--- src/rtl/uart9_pkg.sv ---
package uart9_pkg;
  typedef enum logic [2:0] {
    RX_IDLE,
    RX_START,
    RX_BITS,
    RX_STOP,
    RX_RECOV
  } rx_state_t;

  typedef enum logic [1:0] {
    DE_IDLE,
    DE_LEAD,
    DE_BUSY
  } de_state_t;
endpackage

--- src/rtl/uart9_tick.sv ---
module uart9_tick #(
  parameter int DIV = 2
) (
  input  logic clk,
  input  logic rst_n,
  output logic tick_o
);
  localparam int CW = (DIV > 1) ? $clog2(DIV) : 1;

  logic [CW-1:0] cnt_q, cnt_d;

  assign tick_o = (cnt_q == CW'(DIV - 1));

  always_comb begin
    cnt_d = tick_o ? '0 : cnt_q + 1'b1;
  end

  always_ff @(posedge clk or negedge rst_n) begin
    if (!rst_n) cnt_q <= '0;
    else        cnt_q <= cnt_d;
  end
endmodule

--- src/rtl/uart9_deframe.sv ---
module uart9_deframe
  import uart9_pkg::*;
#(
  parameter int OSR = 16,
  parameter int NB  = 9
) (
  input  logic          clk,
  input  logic          rst_n,
  input  logic          rx_i,
  input  logic          tick_i,
  input  logic          hold_i,
  output logic          done_o,
  output logic          ferr_o,
  output logic [NB-1:0] chr_o
);
  localparam int SCW  = $clog2(OSR);
  localparam int BNW  = $clog2(NB);
  localparam int HALF = OSR / 2;

  logic rx_meta_q, rx_s_q;
  rx_state_t st_q, st_d;
  logic [SCW-1:0] sc_q, sc_d;
  logic [BNW-1:0] bn_q, bn_d;
  logic [NB-1:0]  sh_q, sh_d;
  logic done_d, ferr_d;

  always_ff @(posedge clk or negedge rst_n) begin
    if (!rst_n) begin
      rx_meta_q <= 1'b1;
      rx_s_q    <= 1'b1;
    end else begin
      rx_meta_q <= rx_i;
      rx_s_q    <= rx_meta_q;
    end
  end

  always_comb begin
    st_d   = st_q;
    sc_d   = sc_q;
    bn_d   = bn_q;
    sh_d   = sh_q;
    done_d = 1'b0;
    ferr_d = 1'b0;
    if (hold_i) begin
      st_d = RX_IDLE;
      sc_d = '0;
    end else begin
      case (st_q)
        RX_IDLE: begin
          if (tick_i && !rx_s_q) begin
            st_d = RX_START;
            sc_d = '0;
          end
        end
        RX_START: begin
          if (tick_i) begin
            if (sc_q == SCW'(HALF - 1)) begin
              sc_d = '0;
              bn_d = '0;
              st_d = rx_s_q ? RX_IDLE : RX_BITS;
            end else begin
              sc_d = sc_q + 1'b1;
            end
          end
        end
        RX_BITS: begin
          if (tick_i) begin
            if (sc_q == SCW'(OSR - 1)) begin
              sc_d = '0;
              sh_d = {rx_s_q, sh_q[NB-1:1]};
              if (bn_q == BNW'(NB - 1)) st_d = RX_STOP;
              else                      bn_d = bn_q + 1'b1;
            end else begin
              sc_d = sc_q + 1'b1;
            end
          end
        end
        RX_STOP: begin
          if (tick_i) begin
            if (sc_q == SCW'(OSR - 1)) begin
              sc_d = '0;
              if (rx_s_q) begin
                done_d = 1'b1;
                st_d   = RX_IDLE;
              end else begin
                ferr_d = 1'b1;
                st_d   = RX_RECOV;
              end
            end else begin
              sc_d = sc_q + 1'b1;
            end
          end
        end
        RX_RECOV: begin
          if (rx_s_q) st_d = RX_IDLE;
        end
        default: st_d = RX_IDLE;
      endcase
    end
  end

  always_ff @(posedge clk or negedge rst_n) begin
    if (!rst_n) begin
      st_q   <= RX_IDLE;
      sc_q   <= '0;
      bn_q   <= '0;
      sh_q   <= '0;
      done_o <= 1'b0;
      ferr_o <= 1'b0;
    end else begin
      st_q   <= st_d;
      sc_q   <= sc_d;
      bn_q   <= bn_d;
      sh_q   <= sh_d;
      done_o <= done_d;
      ferr_o <= ferr_d;
    end
  end

  assign chr_o = sh_q;
endmodule

--- src/rtl/uart9_filter.sv ---
module uart9_filter #(
  parameter int DW = 8
) (
  input  logic          clk,
  input  logic          rst_n,
  input  logic          done_i,
  input  logic          ferr_i,
  input  logic [DW:0]   chr_i,
  input  logic [DW-1:0] own_i,
  input  logic          auto_i,
  output logic [DW-1:0] data_o,
  output logic          valid_o,
  output logic          is_addr_o,
  output logic          ferr_o
);
  logic          sel_q, sel_d;
  logic          val_d, adr_d;
  logic [DW-1:0] dat_d;
  logic          addr_flag;

  assign addr_flag = chr_i[DW];

  always_comb begin
    sel_d = auto_i ? sel_q : 1'b0;
    val_d = 1'b0;
    adr_d = 1'b0;
    dat_d = data_o;
    if (done_i) begin
      if (auto_i) begin
        if (addr_flag) begin
          sel_d = (chr_i[DW-1:0] == own_i);
        end else if (sel_q) begin
          val_d = 1'b1;
          dat_d = chr_i[DW-1:0];
        end
      end else begin
        val_d = 1'b1;
        adr_d = addr_flag;
        dat_d = chr_i[DW-1:0];
      end
    end
  end

  always_ff @(posedge clk or negedge rst_n) begin
    if (!rst_n) begin
      sel_q     <= 1'b0;
      valid_o   <= 1'b0;
      is_addr_o <= 1'b0;
      data_o    <= '0;
      ferr_o    <= 1'b0;
    end else begin
      sel_q     <= sel_d;
      valid_o   <= val_d;
      is_addr_o <= adr_d;
      data_o    <= dat_d;
      ferr_o    <= ferr_i;
    end
  end
endmodule

--- src/rtl/uart9_de_ctrl.sv ---
module uart9_de_ctrl
  import uart9_pkg::*;
#(
  parameter int BIT_CLKS  = 32,
  parameter int CHAR_CLKS = 352
) (
  input  logic clk,
  input  logic rst_n,
  input  logic hd_en_i,
  input  logic go_i,
  output logic de_o,
  output logic hold_o,
  output logic launch_o
);
  localparam int CW = $clog2(BIT_CLKS + CHAR_CLKS + 1);

  de_state_t st_q, st_d;
  logic [CW-1:0] cnt_q, cnt_d;
  logic launch_d;
  logic active;

  always_comb begin
    st_d     = st_q;
    cnt_d    = cnt_q;
    launch_d = 1'b0;
    case (st_q)
      DE_IDLE: begin
        if (go_i) begin
          if (hd_en_i) begin
            st_d  = DE_LEAD;
            cnt_d = '0;
          end else begin
            launch_d = 1'b1;
          end
        end
      end
      DE_LEAD: begin
        if (cnt_q == CW'(BIT_CLKS - 1)) begin
          st_d     = DE_BUSY;
          cnt_d    = '0;
          launch_d = 1'b1;
        end else begin
          cnt_d = cnt_q + 1'b1;
        end
      end
      DE_BUSY: begin
        if (cnt_q == CW'(CHAR_CLKS - 1)) st_d = DE_IDLE;
        else                             cnt_d = cnt_q + 1'b1;
      end
      default: st_d = DE_IDLE;
    endcase
  end

  always_ff @(posedge clk or negedge rst_n) begin
    if (!rst_n) begin
      st_q     <= DE_IDLE;
      cnt_q    <= '0;
      launch_o <= 1'b0;
    end else begin
      st_q     <= st_d;
      cnt_q    <= cnt_d;
      launch_o <= launch_d;
    end
  end

  assign active = (st_q != DE_IDLE);
  assign de_o   = !hd_en_i || active;
  assign hold_o = hd_en_i && active;
endmodule

--- src/rtl/uart9_addr_rx.sv ---
module uart9_addr_rx #(
  parameter int DW  = 8,
  parameter int OSR = 16,
  parameter int DIV = 2
) (
  input  logic          clk,
  input  logic          rst_n,
  input  logic          rx_i,
  input  logic [DW-1:0] cfg_own_addr,
  input  logic          cfg_auto_en,
  input  logic          cfg_hd_en,
  input  logic          tx_go_i,
  output logic [DW-1:0] rx_data_o,
  output logic          rx_valid_o,
  output logic          rx_is_addr_o,
  output logic          rx_ferr_o,
  output logic          de_o,
  output logic          tx_launch_o
);
  localparam int NB        = DW + 1;
  localparam int BIT_CLKS  = OSR * DIV;
  localparam int CHAR_CLKS = (NB + 2) * BIT_CLKS;

  logic [1:0]    rst_sync_q;
  logic          rst_int_n;
  logic          tick;
  logic          hold;
  logic          done;
  logic          ferr;
  logic [NB-1:0] chr;

  always_ff @(posedge clk or negedge rst_n) begin
    if (!rst_n) rst_sync_q <= 2'b00;
    else        rst_sync_q <= {rst_sync_q[0], 1'b1};
  end
  assign rst_int_n = rst_sync_q[1];

  uart9_tick #(.DIV(DIV)) u_tick (
    .clk    (clk),
    .rst_n  (rst_int_n),
    .tick_o (tick)
  );

  uart9_deframe #(.OSR(OSR), .NB(NB)) u_deframe (
    .clk    (clk),
    .rst_n  (rst_int_n),
    .rx_i   (rx_i),
    .tick_i (tick),
    .hold_i (hold),
    .done_o (done),
    .ferr_o (ferr),
    .chr_o  (chr)
  );

  uart9_filter #(.DW(DW)) u_filter (
    .clk       (clk),
    .rst_n     (rst_int_n),
    .done_i    (done),
    .ferr_i    (ferr),
    .chr_i     (chr),
    .own_i     (cfg_own_addr),
    .auto_i    (cfg_auto_en),
    .data_o    (rx_data_o),
    .valid_o   (rx_valid_o),
    .is_addr_o (rx_is_addr_o),
    .ferr_o    (rx_ferr_o)
  );

  uart9_de_ctrl #(.BIT_CLKS(BIT_CLKS), .CHAR_CLKS(CHAR_CLKS)) u_de (
    .clk      (clk),
    .rst_n    (rst_int_n),
    .hd_en_i  (cfg_hd_en),
    .go_i     (tx_go_i),
    .de_o     (de_o),
    .hold_o   (hold),
    .launch_o (tx_launch_o)
  );
endmodule

--- config.mk ---
export PLATFORM = sky130hd
export DESIGN_NAME = uart9_addr_rx
export DESIGN_NICKNAME = d
export VERILOG_FILES = /design/src/rtl/uart9_pkg.sv /design/src/rtl/uart9_tick.sv /design/src/rtl/uart9_deframe.sv /design/src/rtl/uart9_filter.sv /design/src/rtl/uart9_de_ctrl.sv /design/src/rtl/uart9_addr_rx.sv
export SDC_FILE = /design/constraint.sdc
export NUM_CORES = 1
export LEC_CHECK = 0
export BUFFER_PORTS_ARGS = -buffer_cell sky130_fd_sc_hd__buf_2
export CORE_UTILIZATION = 58
export CTS_BUF_LIST = sky130_fd_sc_hd__clkbuf_16
export CTS_CLUSTER_SIZE = 16
export DETAILED_ROUTE_END_ITERATION = 16
export PLACE_DENSITY = 0.87
export SLEW_MARGIN = 40
export SYNTH_ARGS = -nofsm -noshare
export SYNTH_HDL_FRONTEND = slang
export SYNTH_SLANG_ARGS = --single-unit
--- constraint.sdc ---
create_clock -name clk -period 2.1 [get_ports clk]
set_input_delay 0.21 -clock clk [delete_from_list [all_inputs] [get_ports clk]]
set_output_delay 0.21 -clock clk [all_outputs]
set_load 0.005 [all_outputs]
==> metrics.md, run 1 <==
| Metric | Value |
|---|---|
| PD cells | `728.2 mW/mm²` |
| Compound-Gate Fraction of Synth Area | `between 10% and 20%` |
| Maximum vdd drop | `approximately 360 µV` |
| Crit path time final | `~2.0 ns` |
| Area of placed instances | `0.002800 mm²` |
| Synth Area per Inst | `roughly 11 µm²` |
| Post-synthesis instance area | `approximately 0.0026 mm²` |
| Cell with the most instances after synthesis | `dfrtp_1` |
| Syn Inst Count | `between 200 and 250` |
| Setup WS pre-CTS | `approximately 0.11 ns` |
| Synthesized Nets | `approximately 250` |
| Fmax | `0.5021 GHz` |
| Setup Viol. Count Final | `0` |
| Antenna Cells | `0` |
| Vias | `between 1,500 and 2,000` |
| Initial core utilization | `between 60% and 70%` |
| Fin. Hold Viols | `0` |
| Row count | `23` |
| Vias per cell | `around 6` |
| Synth cell count leaders | `49 x dfrtp_1, 20 x o21ai_0, 18 x mux2_2, 18 x nand2_1, 12 x inv_1` |
| CTS buffer count | `5` |
| Top cells by area, synth | `dfrtp_1 47%, mux2_2 7.8%, o21ai_0 3.9%` |
| Type of the worst setup path | `flip-flop to flip-flop` |
| Placed cells | `310` |
| Initial antenna violation count | `0` |
| Vias in the first global route | `around 1,900` |
| Final WS setup | `between 0.1 and 0.15 ns` |
| Die width | `68.73 µm` |
| Total Power | `approximately 2.2 mW` |
| Ys Warns | `0` |
| Total GRT Usage | `roughly a quarter` |
| Clock Tree Buf Depth | `2` |
| Final Max Slew Viols | `0` |
| GPL Wtd Cong | `0.8743` |
| Largest family of logic cells by synthesized area | `simple AND/OR/NAND/NOR gates` |
| Crit path max fanout | `9` |
| CP endpoint kind | `flip-flop` |
| DR WL/cell | `about 16 µm` |
| CTS tree | `done` |
| DP HPWL | `between 3000 and 4000 µm` |
| Die Y | `roughly 70 µm` |
| Max_cap viols | `0` |
| Total wire length | `about 5000 µm` |
| Finished Layout Cells | `between 300 and 400` |
| WP data required | `~2.3 ns` |
| First-pass GRT wire length | `between 8000 and 9000 µm` |
| Clock-pin slew on the worst setup and hold paths | `0.06 ns` |
| Final net count | `a little under 300` |
| Clock Tree Root | `clkbuf_16` |
| Num ports | `27` |
| Die area | `about 0.0047 mm²` |
| Post-synthesis mux area share | `under 10%` |
| Main flop type after synthesis | `dfrtp_1` |
| WP data arrival | `~2.2 ns` |
| Clk Latency, worst-skew pair | `just under 0.3 ns` |
| Final Cycle Share | `between 90 and 100%` |
| Register area share after synthesis | `49.52%` |
| Antenna-violating nets left | `0` |
| Core Region | `around 0.0041 mm²` |
| Drt drc | `0` |
| Global-route congestion overflow total | `0` |
| Synth Area in Adders | `3.391%` |
| Clock sink total | `51` |
| Post-synth ARST share | `100.0%` |
| Worst R2R Path Depth | `6` |
| Run status | `completed` |
| Post-synthesis xor/xnor area fraction | `2.713%` |
| Hold path depth | `1` |
| Yosys top cell area share | `47.48%` |
| CP Launch Type | `flip-flop` |
| Clock Skew | `0.004854 ns` |
| Fin area | `a little over 0.003 mm²` |
| Post-synth top area cell | `dfrtp_1` |
| Post-synthesis sequential element count | `between 50 and 60` |
| Largest net degree at the start of global routing | `23` |
| Area grow syn2layout | `17.20%` |
| Leakage | `approximately 1.4 nW` |
| Post-synthesis simple-gate area fraction | `just under 20%` |
| Detailed Routing Iterations Pass 1 | `4` |
| Number of I/O port buffers | `26` |
| Post-synth EDFFs | `0` |
| Share of cells above drive strength 1 | `a little under a third` |
| Post-synthesis cell type count | `a little over 50` |
| Iter 0 DRT Violations | `~180` |
| Worst hold path class | `primary input to flip-flop` |
| H-tree depth reported by CTS | `2` |
[where the power goes]
group | total (mW) | leakage, nW | internal (mW) | switching (mW)
Combinational | 0.121 | 0.651 | 0.0516 | 0.0692
Clock | 1.04 | 0.0900 | 0.682 | 0.355
Sequential | 1.05 | 0.675 | 1.01 | 0.0359
Total | 2.20 | 1.42 | 1.74 | 0.460
[worst max-delay path, cell delays in order (launching register included)]
cell and delay, ns:
dfrtp_1 0.44, ha_4 0.19, nand4bb_4 0.14, nor4b_4 0.42, a2bb2oi_4 0.27, nor2_4 0.10
a221o_1 0.31
[through the flow]
step,util (%),hold slack (ns),TNS [ns]
6_report,73.04,0.01692,0
5_1_grt,73.04,0.01075,-0.02123
4_1_cts,72.46,0.01237,0
3_5_place_dp,67.57,-0.003116,0
3_3_place_gp,67.57,-0.004527,0
2_1_floorplan,-,-0.08559,0
[logic make-up (layout without fill, tap and decap cells)]
group,Yosys count,in the layout
AO/OA/AOI/OAI,52,52
XOR/XNOR,8,8
adder cells (fa/ha/maj),7,7
buffers and inverters,15,54
flip-flops,51,51
multiplexers,19,19
other,1,1
AND/OR/NAND/NOR,78,78
[worst paths after layout]
kind / startpoint / slack, ns / endpoint
worst max-delay path: u_de.cnt_q[0] / 0.11 / u_de.cnt_q[3]
worst min-delay path: rx_i / 0.02 / u_deframe.rx_meta_q
worst max register to register: u_de.cnt_q[0] / 0.11 / u_de.cnt_q[3]
worst min register to register: rst_sync_q[1] / 0.24 / u_deframe.bn_q[2]
max in group asynchronous: rst_sync_q[1] / 1.27 / u_deframe.chr_o[8]
min in group asynchronous: rst_n / 0.23 / rst_sync_q[1]
[area by class of cell]
cell class / instances / area, µm²
Clock buffer: 5 / 125.1
Clock inverter: 3 / 67.56
Fill cell: 293 / 1117
Inverter: 12 / 45.04
Multi-Input combinational cell: 165 / 1254
Sequential cell: 51 / 1280
Tap cell: 50 / 62.56
Timing Repair Buffer: 34 / 192.7
[layer usage]
layer  vias up  GRT usage (%)  wire length (µm)
met5         -              0                 0
met4         0          9.184                89
met3        12          4.770               344
met2        89          42.28              2496
met1       941          32.55              2216
li1        913              -                 -
[cells in the final DEF (no fill, tap or decap), drive strengths merged, types with 3 or more instances in the layout]
cell type  Yosys  routed
nor2b          8       8
clkbuf         0       5
buf            3      33
o21ai         21      21
dfrtp         49      49
nor3b          3       3
xnor2          8       8
nand2         18      18
and3           4       4
nor3           5       5
a21oi          6       6
mux2          18      18
a31oi          3       3
ha             7       7
inv           12      12
nand3          7       7
nand2b         4       4
nor2          11      11
a22o           7       7
nand4          4       4
[registers in the layout, summed over array words and instances (netlist names), 2 cells and up]
signal and count:
u_deframe.bn_q 4, u_de.cnt_q 9, u_de.st_q 2, rst_sync_q 2, u_deframe.sc_q 4, u_deframe.chr_o 9
u_filter.data_o 8, u_deframe.st_q 3
[timing repair]
action | 4_1_cts | 5_1_grt
endpoints found under the hold margin | 2 | 0
hold buffers | 1 | 0
setup endpoints to repair | 0 | 5
resized for setup | 0 | 3
buffers inserted | 0 | 1
(Power assumes the default switching activity.)
==> inputs of run 2 (changes only) <==
ABC_AREA = 1   (was not set)
==> run 2 against run 1 <==
Compared with the run above: sequential cell count unchanged; register-to-register slack better by 0.29 ns; clock power decreased by 26%; critical path depth grew 1; sequential share of layout area about the same; clock skew about the same; synthesized cell count is 41% higher; non-clock buffer count decreased by 5; core utilization is 4.4 points lower.
==> metrics.md, run 2 <==
| Metric | Value |
|---|---|
| Vias in the first global route | `2,101 (+9.5%)` |
| Total wire length | `5106 µm (-0.78%)` |
| Run status | `completed` |
| Share of power burned in registers | `39.5% (-7.9 points)` |
| Sw Share | `38.50% (+18 points)` |
| Core Region | `0.004414 mm² (+6.5%)` |
| Share of cells above drive strength 1 | `19.83% (-10 points)` |
| Worst R2R Path Depth | `7 (+1)` |
| DR WL/cell | `12.45 µm (-23%)` |
| Fmax | `0.5868 GHz (+17%)` |
| Post-synthesis cell type count | `29 (-43%)` |
| Ys Warns | `0 (unchanged)` |
| Synthesized Nets | `346 (+37%)` |
| Post-synthesis sequential element count | `51 (unchanged)` |
| Drt drc | `0 (unchanged)` |
| RSZ-0062 raised after global routing | `false` |
| Power Internal | `1.836 mW (+5.3%)` |
| Leakage | `1.543 nW (+8.9%)` |
| Main flop type after synthesis | `dfrtp_1` |
| R2r setup slk | `0.40 ns (+0.29 ns)` |
| Clk Latency, worst-skew pair | `0.29 ns (about the same)` |
| Antenna-violating nets left | `0 (unchanged)` |
| Largest net degree at the start of global routing | `29 (+26%)` |
| Worst hold path class | `primary input to flip-flop` |
| Area grow syn2layout | `12.71%` |
| GPL Wtd Cong | `0.9254 (+5.8%)` |
| CTS tree | `done` |
| Detailed Routing Iterations Pass 1 | `4 (unchanged)` |
| CTS buffer count | `5 (unchanged)` |
| Hold path depth | `1 (unchanged)` |
| Final net count | `379 (+31%)` |
| H-tree depth reported by CTS | `2 (unchanged)` |
| Final Cycle Share | `81.15% (-14 points)` |
| Crit path time final | `1.704 ns (-0.2877 ns)` |
| CP bufs+invs | `2 (+2)` |
| Worst-margin pin slew | `around 0.6 ns` |
| Die area | `0.004910 mm² (+4.0%)` |
| Clock Skew | `0.005047 ns (+0.0001926 ns)` |
| Die Y | `70.07 µm (+2.0%)` |
| Post-synthesis instance area | `0.002688 mm² (+4.1%)` |
| Top cells by area, synth | `dfrtp_1 46%, nand2_1 13%, inv_1 5.3%` |
| First-pass GRT wire length | `8970 µm (+4.0%)` |
| Synth cell count leaders | `93 x nand2_1, 49 x dfrtp_1, 38 x inv_1` |
| Number of I/O port buffers | `26 (unchanged)` |
| Type of the worst setup path | `flip-flop to flip-flop` |
| Combinational fraction of design power | `34.8% (+29 points)` |
| Cell Chain, Critical Path | `inv_1, ha_1, inv_2, nand2_4, nand3_2, nand2_1, o21ai_2` |
| DP HPWL | `3722 µm (+6.4%)` |
| Vias | `2,171 (+11%)` |
| RR Endpoint | `u_deframe.chr_o[3]` |
| Initial antenna violation count | `0 (unchanged)` |
| Yosys top cell area share | `45.62% (-1.9 points)` |
| Setup Viol. Count Final | `0 (unchanged)` |
| Row count | `24 (+4.3%)` |
| Max_cap viols | `0 (unchanged)` |
| WP data required | `2.26 ns (about the same)` |
| Clock sink total | `51 (unchanged)` |
| Cell with the most instances after synthesis | `nand2_1` |
| WHS | `0.01898 ns (+0.002054 ns)` |
| Synth Area per Inst | `8.269 µm² (-26%)` |
| Post-synth EDFFs | `0 (unchanged)` |
| Most common cell after layout, fill and taps aside | `nand2_1` |
| CP Launch Type | `flip-flop` |
| CP endpoint kind | `flip-flop` |
| R2R Path Start | `u_de.st_q[0]` |
| Postcts setup bufs | `0 (unchanged)` |
| CP max-delay cell | `dfrtp_1` |
| Clock-pin slew on the worst setup and hold paths | `0.06 ns (about the same)` |
| Layout Utilization | `68.62% (-4.4 points)` |
| Register area share after synthesis | `47.58% (-1.9 points)` |
| Psw | `1.149 mW (+150%)` |
| Die width | `70.07 µm (+2.0%)` |
| Syn Inst Count | `325 (+41%)` |
| Setup tns final | `0 ns (unchanged)` |
| Post-synth ARST share | `100.0% (unchanged)` |
| Critical Path Max Stage Delay | `0.39 ns (-0.05 ns)` |
| Num ports | `27 (unchanged)` |
| Total GRT Usage | `23.06% (-2.2 points)` |
| Global-route congestion overflow total | `0 (unchanged)` |
| Antenna Cells | `0 (unchanged)` |
| Delay-heaviest family, CP | `simple AND/OR/NAND/NOR gates` |
| Maximum vdd drop | `624.6 µV (+72%)` |
| Clock network power share | `25.6% (-22 points)` |
| Hold path start | `rx_i` |
| Hold-critical path endpoint | `u_deframe.rx_meta_q` |
| Post-synth top area cell | `dfrtp_1` |
| Crit path max fanout | `18 (+9)` |
| WP data arrival | `1.87 ns (-0.29 ns)` |
| Iter 0 DRT Violations | `127 (-28%)` |
| Initial core utilization | `60.88% (-1.4 points)` |
| Vias per cell | `5.295 (-13%)` |
| Most frequent cells in the layout | `93 x nand2_1, 48 x dfrtp_1, 38 x inv_1, 26 x buf_2, 24 x nor2_1` |
| Clock Tree Buf Depth | `2 (unchanged)` |
| Slew margin rel. | `between 50% and 60%` |
| Fin. Hold Viols | `0 (unchanged)` |
| PD cells | `985.3 mW/mm² (+35%)` |
| Clock Tree Root | `clkbuf_16` |
| Final Max Slew Viols | `0 (unchanged)` |
run 2: power by group through the flow:
| stage | registers, mW | clock network [mW] | logic, mW |
|---|---|---|---|
| after floorplan | 1.18 | 0 | 0.804 |
| after global placement | 1.19 | 0 | 0.977 |
| after detailed placement | 1.20 | 0 | 1.02 |
| after CTS | 1.18 | 0.777 | 1.03 |
| after global routing | 1.19 | 0.821 | 1.16 |
| final | 1.18 | 0.766 | 1.04 |
run 2: what timing repair did:
item / CTS / global route
hold buffers: 1 / 0
resized for setup: 0 / 0
hold endpoints to repair: 2 / 0
run 2: cell families (layout without fill, tap and decap cells):
family	after synthesis	count (layout)	share of synthesized area (%)
AOI/OAI and AO/OA	37	37	8.566
xor gates and xnor gates	13	13	4.237
adders and majority gates	7	7	3.259
buffers and inverters	46	79	6.983
DFF	51	51	47.58
other	1	1	0.1395
and+or+nand+nor	170	170	29.24
run 2: layer usage:
metal	GRT usage (%)	routed length [µm]	part of all wire (%)	vias up
li1	-	-	-	1089
met1	27.68	2253	44	1029
met2	39.21	2590	51	42
met3	6.494	166	3.3	11
met4	8.889	95	1.9	0
met5	0	0	0	-
run 2: layout make-up:
cell class | instances | area [µm²]
Clock buffer | 5 | 125.1
Clock inverter | 2 | 8.758
Fill cell | 342 | 1385
Inverter | 43 | 161.4
Multi-Input combinational cell | 228 | 1221
Sequential cell | 51 | 1280
Tap cell | 52 | 65.06
Timing Repair Buffer | 29 | 167.7
run 2: how the worst max path moves through the flow:
stage                       from                 end  slack, ns  cells past startpoint
2_1_floorplan      rst_sync_q[1]       u_de.cnt_q[0]       0.58                      0
3_3_place_gp        u_de.st_q[0]  u_deframe.chr_o[7]       0.51                      7
3_5_place_dp   u_deframe.sc_q[0]  u_deframe.chr_o[7]       0.42                      6
4_1_cts        u_deframe.sc_q[0]  u_deframe.chr_o[3]       0.40                      6
5_1_grt             u_de.st_q[0]  u_deframe.chr_o[7]       0.22                      7
6_report            u_de.st_q[0]  u_deframe.chr_o[3]       0.40                      7
run 2: per-stage QoR:
stage                     std cells  worst slack [ns]  power, mW  instance area (µm²)
after floorplan                 325            0.5787      1.986                 2688
after global placement          402            0.5069      2.167                 2885
after detailed placement        402            0.4227      2.213                 2885
after CTS                       410            0.4042      2.987                 3029
after global routing            410            0.2191      3.177                 3029
final                           410            0.3959      2.985                 3029
==> inputs of run 3 (changes only) <==
clock period = 1.6 ns   (was 2.1 ns; I/O delays follow)
==> run 3 against run 2 <==
Compared with the run above: via count rose by 3.4%; sequential power rose by 32%; critical path depth rose by 3; final area rose by 10%; fmax rose by 6.1%; the flow now finishes with violations (negative setup slack); combinational power rose by 78%; sequential cell count did not move; core utilization rose by 7.1 points; first-iteration DRC count rose by 55%; largest cell class is now multi-input gates; clock power rose by 36%; register-to-register slack got worse by 0.40 ns.
==> metrics.md, run 3 (synthesis gave the netlist of run 2 again) <==
| Metric | Value |
|---|---|
| PD cells | `1329 mW/mm² (+35%)` |
| Final WS setup | `-0.005377 ns (-0.4013 ns)` |
| Number of I/O port buffers | `26 (unchanged)` |
| Met3 GRT Util | `4.906% (-1.6 points)` |
| Die area | `0.004910 mm² (unchanged)` |
| Die width | `70.07 µm (unchanged)` |
| Most frequent cells in the layout | `90 x nand2_1, 48 x dfrtp_1, 34 x inv_1, 26 x buf_2, 20 x nor2_1` |
| Worst hold path class | `primary input to flip-flop` |
| Total Power | `4.439 mW (+49%)` |
| Global-route congestion overflow total | `0 (unchanged)` |
| Final Max Slew Viols | `0 (unchanged)` |
| GPL Wtd Cong | `0.8890 (-3.9%)` |
| Largest net degree at the start of global routing | `38 (+31%)` |
| Row count | `24 (unchanged)` |
| Total GRT Usage | `22.23% (-0.84 points)` |
| Clock Tree Root | `clkbuf_16` |
| Crit path time final | `1.605 ns (-0.09869 ns)` |
| Setup WS pre-CTS | `-0.02000 ns (-0.4427 ns)` |
| Critical Path Max Stage Delay | `0.41 ns (+0.02 ns)` |
| DP HPWL | `3648 µm (-2.0%)` |
| Register area | `0.001280 mm² (unchanged)` |
| First-pass GRT wire length | `8680 µm (-3.2%)` |
| R2r setup slk | `-0.005 ns (-0.40 ns)` |
| Vias | `2,245 (+3.4%)` |
| Vias in the first global route | `2,093 (-0.38%)` |
| Detailed Routing Iterations Pass 1 | `5 (+1)` |
| Setup Viol. Count Final | `1 (+1)` |
| WP data required | `1.78 ns (-0.48 ns)` |
| DR WL/cell | `12.96 µm (+4.1%)` |
| Vias per cell | `5.221 (-1.4%)` |
| Fin. Hold Viols | `0 (unchanged)` |
| Crit path max fanout | `8 (-10)` |
| Run status | `complete, but fails checks` |
| CTS tree | `done` |
| Drt drc | `0 (unchanged)` |
| WHS | `0.06589 ns (+0.04691 ns)` |
| Leakage | `1.636 nW (+6.0%)` |
| Fin area | `0.003341 mm² (+10%)` |
| Type of the worst setup path | `flip-flop to flip-flop` |
| Iter 0 DRT Violations | `197 (+55%)` |
| Area grow syn2layout | `24.30%` |
| GR peak layer | `met2` |
| Total wire length | `5573 µm (+9.1%)` |
| Num ports | `27 (unchanged)` |
| H-tree depth reported by CTS | `2 (unchanged)` |
| Initial antenna violation count | `0 (unchanged)` |
| Area of the multi-input gates | `0.001355 mm² (+11%)` |
| GR Layer Usage met2 | `38.35% (-0.85 points)` |
| Placed cells | `408 (+1.5%)` |
| Finished Layout Cells | `430 (+4.9%)` |
| Clock sink total | `51 (unchanged)` |
| Grt met1 use | `26.56% (-1.1 points)` |
| Failing checks | `negative setup slack` |
| CTS buffer count | `5 (unchanged)` |
| Maximum vdd drop | `1133 µV (+81%)` |
| Area of placed instances | `0.002943 mm² (+2.0%)` |
| Die Y | `70.07 µm (unchanged)` |
| Clock Tree Buf Depth | `2 (unchanged)` |
| Clock-pin slew on the worst setup and hold paths | `0.07 ns (about the same)` |
| WP data arrival | `1.79 ns (-0.08 ns)` |
| Clk Latency, worst-skew pair | `0.29 ns (about the same)` |
| CP endpoint kind | `flip-flop` |
| Most common cell after layout, fill and taps aside | `nand2_1` |
| Max_cap viols | `0 (unchanged)` |
| Clock Skew | `0.005449 ns (+0.0004022 ns)` |
| Final net count | `398 (+5.0%)` |
| Fmax | `0.6229 GHz (+6.1%)` |
| Fillers | `294 (-14%)` |
| CP Launch Type | `flip-flop` |
| Antenna-violating nets left | `0 (unchanged)` |
| Initial core utilization | `60.88% (unchanged)` |
| Cell Chain, Critical Path | `ha_4, nand3_4, inv_4, nand3_2, nand2_2, nand2_2, nand2_4, clkinvlp_4, nand3_2, nand2_1` |
| RSZ-0062 raised after global routing | `true` |
| Core Region | `0.004414 mm² (unchanged)` |
| Antenna Cells | `0 (unchanged)` |
| Share of cells above drive strength 1 | `30.95% (+11 points)` |
| CP max-delay cell | `dfrtp_1` |
| Final Cycle Share | `100.3% (+19 points)` |
## run 3: what timing repair did
action,4_1_cts,5_1_grt
gates resized for setup,3,38
hold endpoints to repair,3,0
setup endpoints to repair,8,20
pin swaps,1,12
hold buffers,2,0
setup buffers,4,8
## run 3: cell type report
cell class                 instances  share of cell area, %
clock inverter                     3                 0.5993
tap                               52                  1.948
inverter                          43                  5.094
sequential                        51                  38.31
clock buffer                       5                  3.745
timing repair buffer              48                  9.738
multi-input combinational        228                  40.56
## run 3: through the flow
stage          utilization [%]   TNS (ns)
2_1_floorplan                -          0
3_3_place_gp             66.67          0
3_5_place_dp             66.67   -0.02000
4_1_cts                  71.26          0
5_1_grt                  75.68    -0.3663
6_report                 75.68  -0.005377
## run 3: routing by layer
metal	vias to the layer above	part of all wire (%)
met3	6	3.8
met5	-	0
met4	0	0.93
met2	55	52
li1	1130	-
met1	1054	43
## run 3: power by group
group          internal [mW]  total [mW]  leakage [nW]  switching (mW)
registers               1.41        1.56         0.687           0.145
clock network          0.577        1.04        0.0674           0.459
logic                  0.731        1.85         0.882            1.12
total                   2.72        4.44          1.64            1.72
## run 3: path summary, 6_finish.rpt
check / start / to / cells after the start
max in group asynchronous: rst_sync_q[1] / u_deframe.done_o / 1
max reg2reg: u_de.cnt_q[1] / u_de.cnt_q[8] / 10
min in group asynchronous: rst_sync_q[1] / u_deframe.sc_q[2] / 0
min: cfg_auto_en / u_filter.is_addr_o / 2
min reg2reg: rst_sync_q[1] / u_deframe.sc_q[2] / 0
max: u_de.cnt_q[1] / u_de.cnt_q[8] / 10
## run 3: critical path: cells and delay by family (launching register included)
kind | cells | cell delay, ns
buffers and inverters | 2 | 0.30
adder cells (fa/ha/maj) | 1 | 0.18
AND/OR/NAND/NOR | 7 | 0.60
flip-flops | 1 | 0.41
